[config.mk]
export PLATFORM = sky130hd
export DESIGN_NAME = paged_addr_sel
export DESIGN_NICKNAME = d
export VERILOG_FILES = /design/src/rtl/pgsel_pkg.sv /design/src/rtl/pgsel_ptr_regs.sv /design/src/rtl/pgsel_flag_ctl.sv /design/src/rtl/pgsel_page_mux.sv /design/src/rtl/paged_addr_sel.sv
export SDC_FILE = /design/constraint.sdc
export NUM_CORES = 1
export LEC_CHECK = 0
export BUFFER_PORTS_ARGS = -buffer_cell sky130_fd_sc_hd__buf_2
export CORE_MARGIN = 2
export CORE_UTILIZATION = 45
export CTS_CLUSTER_SIZE = 10
export DETAILED_ROUTE_END_ITERATION = 10
export PLACE_DENSITY = 0.77
export SETUP_SLACK_MARGIN = 0.02
export SLEW_MARGIN = 20
export SYNTH_ARGS = -nofsm -noshare
export SYNTH_HDL_FRONTEND = slang
export SYNTH_SLANG_ARGS = --single-unit
[constraint.sdc]
create_clock -name clk -period 3 [get_ports clk]
set_input_delay 0.6 -clock clk [delete_from_list [all_inputs] [get_ports clk]]
set_output_delay 0.6 -clock clk [all_outputs]
set_load 0.005 [all_outputs]
[src/rtl/pgsel_pkg.sv]
// Package: shared encodings for the paged SRAM address selector.
// Assumes: a two-bit access kind and a two-bit register select.
package pgsel_pkg;
    typedef enum logic [1:0] {
        ACC_DIRECT = 2'd0,
        ACC_INDEX  = 2'd1,
        ACC_STACK  = 2'd2,
        ACC_REGIO  = 2'd3
    } acc_kind_e;

    typedef enum logic [1:0] {
        SEL_FLAGS = 2'd0,
        SEL_CUR   = 2'd1,
        SEL_STK   = 2'd2,
        SEL_IDX   = 2'd3
    } reg_sel_e;

    localparam int PTR_CUR = 0;
    localparam int PTR_STK = 1;
    localparam int PTR_IDX = 2;
    localparam int NUM_PTR = 3;
endpackage

[src/rtl/pgsel_ptr_regs.sv]
// Module: the three page pointer registers (current, stack, index).
// Assumes: reg_sel 1..3 map to pointers 0..2; pointers ignore interrupts.
module pgsel_ptr_regs
    import pgsel_pkg::*;
#(
    parameter int PAGE_W = 3,
    parameter int DATA_W = 8
) (
    input  logic                            clk,
    input  logic                            rst_n,
    input  logic                            reg_we,
    input  logic [1:0]                      reg_sel,
    input  logic [DATA_W-1:0]               reg_wdata,
    output logic [NUM_PTR-1:0][PAGE_W-1:0]  ptr_q
);
    for (genvar gi = 0; gi < NUM_PTR; gi++) begin : g_ptr
        localparam logic [1:0] MY_SEL = 2'(gi + 1);
        // Purpose: load one pointer from the low data bits when selected.
        always_ff @(posedge clk) begin
            if (!rst_n) begin
                ptr_q[gi] <= '0;
            end else if (reg_we && (reg_sel == MY_SEL)) begin
                ptr_q[gi] <= reg_wdata[PAGE_W-1:0];
            end
        end
    end
endmodule

[src/rtl/pgsel_flag_ctl.sv]
// Module: flags register with interrupt save/clear/restore.
// Assumes: return beats entry, entry beats a flags write; saves are
// kept in a LIFO of SAVE_DEPTH entries; overflow saves are dropped.
module pgsel_flag_ctl #(
    parameter int FLAG_W     = 8,
    parameter int SAVE_DEPTH = 4
) (
    input  logic              clk,
    input  logic              rst_n,
    input  logic              flag_we,
    input  logic [FLAG_W-1:0] flag_wdata,
    input  logic              irq_enter,
    input  logic              irq_exit,
    output logic [FLAG_W-1:0] flags_q
);
    localparam int CNT_W = $clog2(SAVE_DEPTH + 1);
    localparam int IDX_W = (SAVE_DEPTH > 1) ? $clog2(SAVE_DEPTH) : 1;

    logic [FLAG_W-1:0] save_mem [SAVE_DEPTH];
    logic [CNT_W-1:0]  depth_q;
    logic [IDX_W-1:0]  push_idx;
    logic [IDX_W-1:0]  pop_idx;
    logic              have_saved;
    logic              room_left;

    // Purpose: derive save-area indices and occupancy flags.
    always_comb begin
        push_idx   = IDX_W'(depth_q);
        pop_idx    = IDX_W'(depth_q - CNT_W'(1));
        have_saved = (depth_q != '0);
        room_left  = (depth_q < CNT_W'(SAVE_DEPTH));
    end

    // Purpose: update live flags and occupancy with stated precedence.
    always_ff @(posedge clk) begin
        if (!rst_n) begin
            flags_q <= '0;
            depth_q <= '0;
        end else if (irq_exit) begin
            if (have_saved) begin
                flags_q <= save_mem[pop_idx];
                depth_q <= depth_q - CNT_W'(1);
            end else begin
                flags_q <= '0;
            end
        end else if (irq_enter) begin
            flags_q <= '0;
            if (room_left) begin
                depth_q <= depth_q + CNT_W'(1);
            end
        end else if (flag_we) begin
            flags_q <= flag_wdata;
        end
    end

    // Purpose: store the outgoing flags into the save area on entry.
    always_ff @(posedge clk) begin
        if (rst_n && irq_enter && !irq_exit && room_left) begin
            save_mem[push_idx] <= flags_q;
        end
    end
endmodule

[src/rtl/pgsel_page_mux.sv]
// Module: combinational page choice from access kind, mode and pointers.
// Assumes: mode bit 1 governs direct accesses; register space is unpaged.
module pgsel_page_mux
    import pgsel_pkg::*;
#(
    parameter int PAGE_W = 3
) (
    input  logic [1:0]                      acc_kind,
    input  logic [1:0]                      mode,
    input  logic [NUM_PTR-1:0][PAGE_W-1:0]  ptr_q,
    output logic [PAGE_W-1:0]               page,
    output logic                            is_mem
);
    acc_kind_e kind;

    // Purpose: select the page number for this access.
    always_comb begin
        kind   = acc_kind_e'(acc_kind);
        page   = '0;
        is_mem = 1'b1;
        unique case (kind)
            ACC_DIRECT: page = mode[1] ? ptr_q[PTR_CUR] : '0;
            ACC_INDEX: begin
                unique case (mode)
                    2'b00:   page = '0;
                    2'b10:   page = ptr_q[PTR_IDX];
                    default: page = ptr_q[PTR_STK];
                endcase
            end
            ACC_STACK:  page = ptr_q[PTR_STK];
            ACC_REGIO: begin
                page   = '0;
                is_mem = 1'b0;
            end
            default:    page = '0;
        endcase
    end
endmodule

[src/rtl/paged_addr_sel.sv]
// Module: top of the paged SRAM address selector.
// Assumes: mode field sits at flags[MODE_LSB+1:MODE_LSB]; address out is
// {page, offset}, combinational from registered state.
module paged_addr_sel
    import pgsel_pkg::*;
#(
    parameter int PAGE_W     = 3,
    parameter int OFFSET_W   = 8,
    parameter int FLAG_W     = 8,
    parameter int MODE_LSB   = 6,
    parameter int SAVE_DEPTH = 4,
    localparam int ADDR_W    = PAGE_W + OFFSET_W
) (
    input  logic                clk,
    input  logic                rst_n,
    input  logic                reg_we,
    input  logic [1:0]          reg_sel,
    input  logic [FLAG_W-1:0]   reg_wdata,
    input  logic                irq_enter,
    input  logic                irq_exit,
    input  logic [1:0]          acc_kind,
    input  logic [OFFSET_W-1:0] acc_offset,
    output logic [ADDR_W-1:0]   mem_addr,
    output logic                mem_sel,
    output logic [FLAG_W-1:0]   flags_q
);
    logic [NUM_PTR-1:0][PAGE_W-1:0] ptr_q;
    logic [PAGE_W-1:0]              page;
    logic [1:0]                     mode;
    logic                           flag_we;
    logic [PAGE_W-1:0]              cur_page_w;
    logic [PAGE_W-1:0]              stk_page_w;
    logic [PAGE_W-1:0]              idx_page_w;

    // Purpose: decode flags write and expose pointers and mode.
    always_comb begin
        flag_we    = reg_we && (reg_sel == SEL_FLAGS);
        mode       = flags_q[MODE_LSB+1:MODE_LSB];
        cur_page_w = ptr_q[PTR_CUR];
        stk_page_w = ptr_q[PTR_STK];
        idx_page_w = ptr_q[PTR_IDX];
    end

    pgsel_ptr_regs #(.PAGE_W(PAGE_W), .DATA_W(FLAG_W)) u_ptrs (
        .clk       (clk),
        .rst_n     (rst_n),
        .reg_we    (reg_we),
        .reg_sel   (reg_sel),
        .reg_wdata (reg_wdata),
        .ptr_q     (ptr_q)
    );

    pgsel_flag_ctl #(.FLAG_W(FLAG_W), .SAVE_DEPTH(SAVE_DEPTH)) u_flags (
        .clk        (clk),
        .rst_n      (rst_n),
        .flag_we    (flag_we),
        .flag_wdata (reg_wdata),
        .irq_enter  (irq_enter),
        .irq_exit   (irq_exit),
        .flags_q    (flags_q)
    );

    pgsel_page_mux #(.PAGE_W(PAGE_W)) u_mux (
        .acc_kind (acc_kind),
        .mode     (mode),
        .ptr_q    (ptr_q),
        .page     (page),
        .is_mem   (mem_sel)
    );

    // Purpose: join page and offset into the final address.
    always_comb begin
        mem_addr = {page, acc_offset};
    end
endmodule

Yosys cells after proc, flatten, opt, wreduce, memory -nomap -nowiden
Memory sizes are Yosys's and may differ from the RTL's. Cells that the tools add are included.

Register bits: 20. Memory bits (writable): 32. Bits of input ports: 25. Output and inout port bits: 20. Logic and storage cells: 47. Memories: 1.

Memories: u_flags.save_mem (depth 4, width 8, read ports 1, clocked after memory_dff 0, write ports 1, line pgsel_flag_ctl.sv:19) `logic [FLAG_W-1:0] save_mem [SAVE_DEPTH];`.

Add/sub/neg operators: 2. $lt $le $gt $ge: 1. Equal/unequal tests: 8. Mux-type cells: 14. Reduce and logical (&&, ||, !) cells: 16.

Operator list (number): $mux 8 (4); $mux 3 (5); $pmux 3 s4 (1); $eq 2x2->1 const B (5); $logic_and 1x1->1 (7); $logic_not 2->1 (3); $pmux 3 s2 (1); $reduce_bool 3->1 (2); $eq 2x1->1 const B (2); $reduce_bool 2->1 (2); $add 3x1->3 const B (1); $lt 3x3->1 const B (1); $mux 1 (3); $reduce_and 3->1 (1); $sub 3x1->3 const B (1); $ne 2x1->1 const B (1); $logic_not 1->1 (1).

Depth between registers and ports, before layout
Depth after elaboration: 5. Mapped depth: 7. Depth with buffers taken out: 5.

Modules after synthesis
Synthesis repeated with hierarchy kept, for this count alone.

Cell total of the unflattened synthesis: 182. Area total of the unflattened synthesis: 2373.5 um^2.

By module, submodules not included: pgsel_flag_ctl (instances 1, cells an instance 124, area an instance 1846.8 um^2, sequential area each 1181.1 um^2); pgsel_ptr_regs (instances 1, cells an instance 34, area an instance 342.8 um^2, sequential area each 180.2 um^2); pgsel_page_mux (instances 1, cells an instance 15, area an instance 111.4 um^2, sequential area each 0.0 um^2); paged_addr_sel (instances 1, cells an instance 9, area an instance 72.6 um^2, sequential area each 0.0 um^2).

Worst setup path after synthesis
No wires, ideal clock.

Path kind: input-to-output. Start: in acc_kind[1]. End: out mem_addr[10]. Arrival time: 1.062 ns. Required time: 2.400 ns. Slack: 1.338 ns. Stages on the path: 3. Path buffers: 0. Cells stage by stage: nand2b_1 > o21ai_0 > o2bb2ai_1.

Longest elaborated chain between the ends: 2. Elaborated cells on any way between the ends: 5. Those cells by class: 3 x eq/ne; 1 x mux; 1 x reduce/logical.

Ends and longest elaborated chain: from (decl) (line paged_addr_sel.sv:21) `input logic [1:0] acc_kind,`; $eq 2x2->1 (tied with other cells) (line pgsel_page_mux.sv:21) `unique case (kind)`; $pmux 3 s4 * (line pgsel_page_mux.sv:21); to (decl) (line paged_addr_sel.sv:23) `output logic [ADDR_W-1:0] mem_addr,`.

Mark *: on every way between the ends. The rest lies on a longest branch, timed or not.

Final worst setup path
Start: reg u_flags.flags_q[6]. End: out mem_addr[9].

Longest elaborated chain between the ends: 3. Elaborated cells on any way between the ends: 4. Those cells by class: 1 x eq/ne; 2 x mux; 1 x reduce/logical.

Ends and longest elaborated chain: from (decl) (line pgsel_flag_ctl.sv:14) `output logic [FLAG_W-1:0] flags_q`; from (signal assigned) (line pgsel_flag_ctl.sv:41) `flags_q <= save_mem[pop_idx];`; from (signal assigned) (line pgsel_flag_ctl.sv:52) `flags_q <= flag_wdata;`; $eq 2x2->1 / $logic_not 2->1 (equally long branches) (line pgsel_page_mux.sv:24) `unique case (mode)`; $pmux 3 s2 * (line pgsel_page_mux.sv:24); $pmux 3 s4 * (line pgsel_page_mux.sv:21).

Marks and branches as above.

==> metrics.txt <==
status=complete, no violations; Critical Path, Cell by Cell=inv_1, o21ai_0, o2bb2ai_1, buf_2; CP Launch Point=u_flags.flags_q[6]$_SDFFE_PN0P_; post-DR vias/cell=5.564; root buffer cell=clkbuf_8; Mapped Nets=234; crit path capture type=output port; reg2reg setup slack=0.92 ns; dpl cell area=0.002539 mm2; Worst path slowest cell=dfxtp_1; Warnings, synthesis=0; Slew Limit Fails=0; most frequent cells in the layout=32 x edfxtp_1, 28 x buf_2, 20 x dfxtp_1, 16 x nand3_1, 15 x mux2_2; Setup Buffers After CTS=0; Rows=26; r2r endpoint=u_flags.flags_q[1]$_SDFFE_PN0P_; post-synthesis register bit count=52; reg2reg path depth=5; Data required, critical path=about 2.4 ns; Max stage delay on crit path=0.48 ns; share of cells above drive strength 1=approximately a quarter; Routed Antenna Nets=0; synth unique cells=39; hold buffer count at cts=0; clock sinks=52; Via Count=1,619; fmax=480.2 MHz; hpwl dp=approximately 3.2 mm; unrepaired setup endpoints after global routing=false; DRC viols=0; setup clock skew after layout=0.008167 ns; startpoint types=register; pin count of the biggest net entering global routing=21; fin nets=250; worst slew pin tran=0.7430 ns; die width=77.96 um; DR iter-0 viols=approximately 170; # diodes=0; initial core utilization=47.28%; first-pass GRT wire length=between 7 and 8 mm; TritonCTS clock tree=yes; critical hold path startpoint=u_ptrs.ptr_q[2]$_SDFFE_PN0P_; TNS Setup=0 ns; Tmin final=2.082 ns; hold path cells=2; Final GP Congestion=0.8470; Design Area, Final=0.002646 mm2; Leakage Power=0.0009960 uW; syn_area_per_cell=12.06 um2; Synth Cell Area=0.002461 mm2; Area Overhead vs Synth=7.524%; top cell type's share of synthesized area=39.04%; worst-skew pair later-pin latency=0.31 ns; RR Startpoint=u_flags.depth_q[0]$_SDFFE_PN0P_; worst path arrival time=1.48 ns; Die Span Y=77.96 um; commonest non-fill, non-tap cell in the layout=edfxtp_1; Num CTS Buffers=5; Worst slew margin=50.47%; final wirelength=about 4.7 mm; Die Area=about 0.0061 mm2; gr usage total=between 10% and 20%; hold endpoint=u_ptrs.ptr_q[2]$_SDFFE_PN0P_; H-tree depth=2; CTS Buffer Depth=2; CP Class=reg2out; WL/cell=16.02 um; core area=0.005205 mm2; final-report hold violation count=0; top cells by area, synth=edfxtp_1 39%, dfxtp_1 16%, mux2_2 6.9%; vias in the first global route=1,533; Hold Path Class=reg2reg; Max IR drop VDD=0.3184 mV; Mapped Cells=204; worst-path fanout max=8; clock-pin slew on the worst setup and hold paths=0.09 ns; grt ovf=0; Synth area leader=edfxtp_1; post_cts resized=0; initial antenna violation count=0; I/O Pins=45; final setup fails=0; drt pass-1 iters=4; Pwr per Cell Area=627.8 mW/mm2; final worst path period share=69.41%; sequential area share after synthesis=about 55%; fillcell total=471; IO buf count=28; Max-Cap Viols=0
per-stage QoR:
step | util (%) | power (uW) | std cells | hold slack (ns) | setup WS (ns)
CTS | 50.84 | 1674 | 291 | 0.5106 | 0.8820
global placement | 48.77 | 1204 | 283 | 0.4718 | 0.9768
floorplan | - | 1191 | 204 | 0.4553 | 1.338
finish | 50.84 | 1661 | 291 | 0.5046 | 0.9176
detailed placement | 48.77 | 1209 | 283 | 0.4887 | 0.9168
global route | 50.84 | 1746 | 291 | 0.5515 | 0.7338
state kept, by name, summed over array words and instances, names as in the netlist:
name              flops
u_flags.depth_q       3
u_ptrs.ptr_q          9
u_flags.flags_q       8
u_flags.save_mem     32
power by group:
part / internal, uW / leakage (uW) / switching (uW)
sequential: 805 / 0.000460 / 37.2
combinational: 161 / 0.000481 / 189
clock: 248 / 0.0000552 / 221
total: 1210 / 0.000996 / 448
synthesized netlist by cell type (all sizes together):
master / instances
mux2: 16
mux2i: 9
nand3b: 3
nor3: 8
and2b: 1
dfxtp: 20
o21ai: 10
nand2: 3
nand3: 17
o2bb2ai: 2
a311oi: 8
nor3b: 1
clkbuf: 3
nand2b: 4
a31oi: 4
o211ai: 4
a21oi: 3
and3: 1
buf: 16
xor2: 1
or2: 1
ha: 5
and2: 6
or3b: 2
nor2: 11
o221ai: 1
inv: 5
edfxtp: 32
nor2b: 5
and3b: 2
critical path: cells and delay by family (launching register included):
family / cells / cell delay (ns)
AO/OA/AOI/OAI: 2 / 0.42
flip-flops: 1 / 0.48
buffers and inverters: 2 / 0.26
final cells by class:
type                       instances  area [um2]  share of cell area [%]
sequential                        52        1361                   51.44
multi-input combinational        128       930.9                   35.18
timing repair buffer              28       140.1                   5.295
tap                               70       87.58                   3.310
clock buffer                       6       72.57                   2.742
clock inverter                     2       35.03                   1.324
inverter                           5       18.77                  0.7092
worst max-delay path by stage:
stage / endpoint / cells after the start
after global placement: u_flags.save_mem[2][2]$_DFFE_PP_ / 4
after CTS: mem_addr[9] / 4
after detailed placement: u_flags.flags_q[7]$_SDFFE_PN0P_ / 5
after global routing: u_flags.flags_q[7]$_SDFFE_PN0P_ / 5
final: mem_addr[9] / 4
after floorplan: mem_addr[10] / 3
cell families after synthesis:
| logic type | share of synthesized area, % |
|---|---|
| AND/OR/NAND/NOR | 15.00 |
| flip-flops | 55.31 |
| AO/OA/AOI/OAI | 8.795 |
| multiplexers | 11.13 |
| buffers and inverters | 6.863 |
| adder cells (fa/ha/maj) | 2.542 |
| XOR/XNOR | 0.3559 |
routing by layer:
layer | GRT usage, % | vias to the layer above | routed length, um
met1 | 24.91 | 784 | 2235
met5 | 0 | - | 0
met4 | 7.018 | 0 | 58
li1 | - | 775 | -
met2 | 23.79 | 55 | 2003
met3 | 3.023 | 5 | 364
No activity file was read; power rests on OpenSTA's default activity.
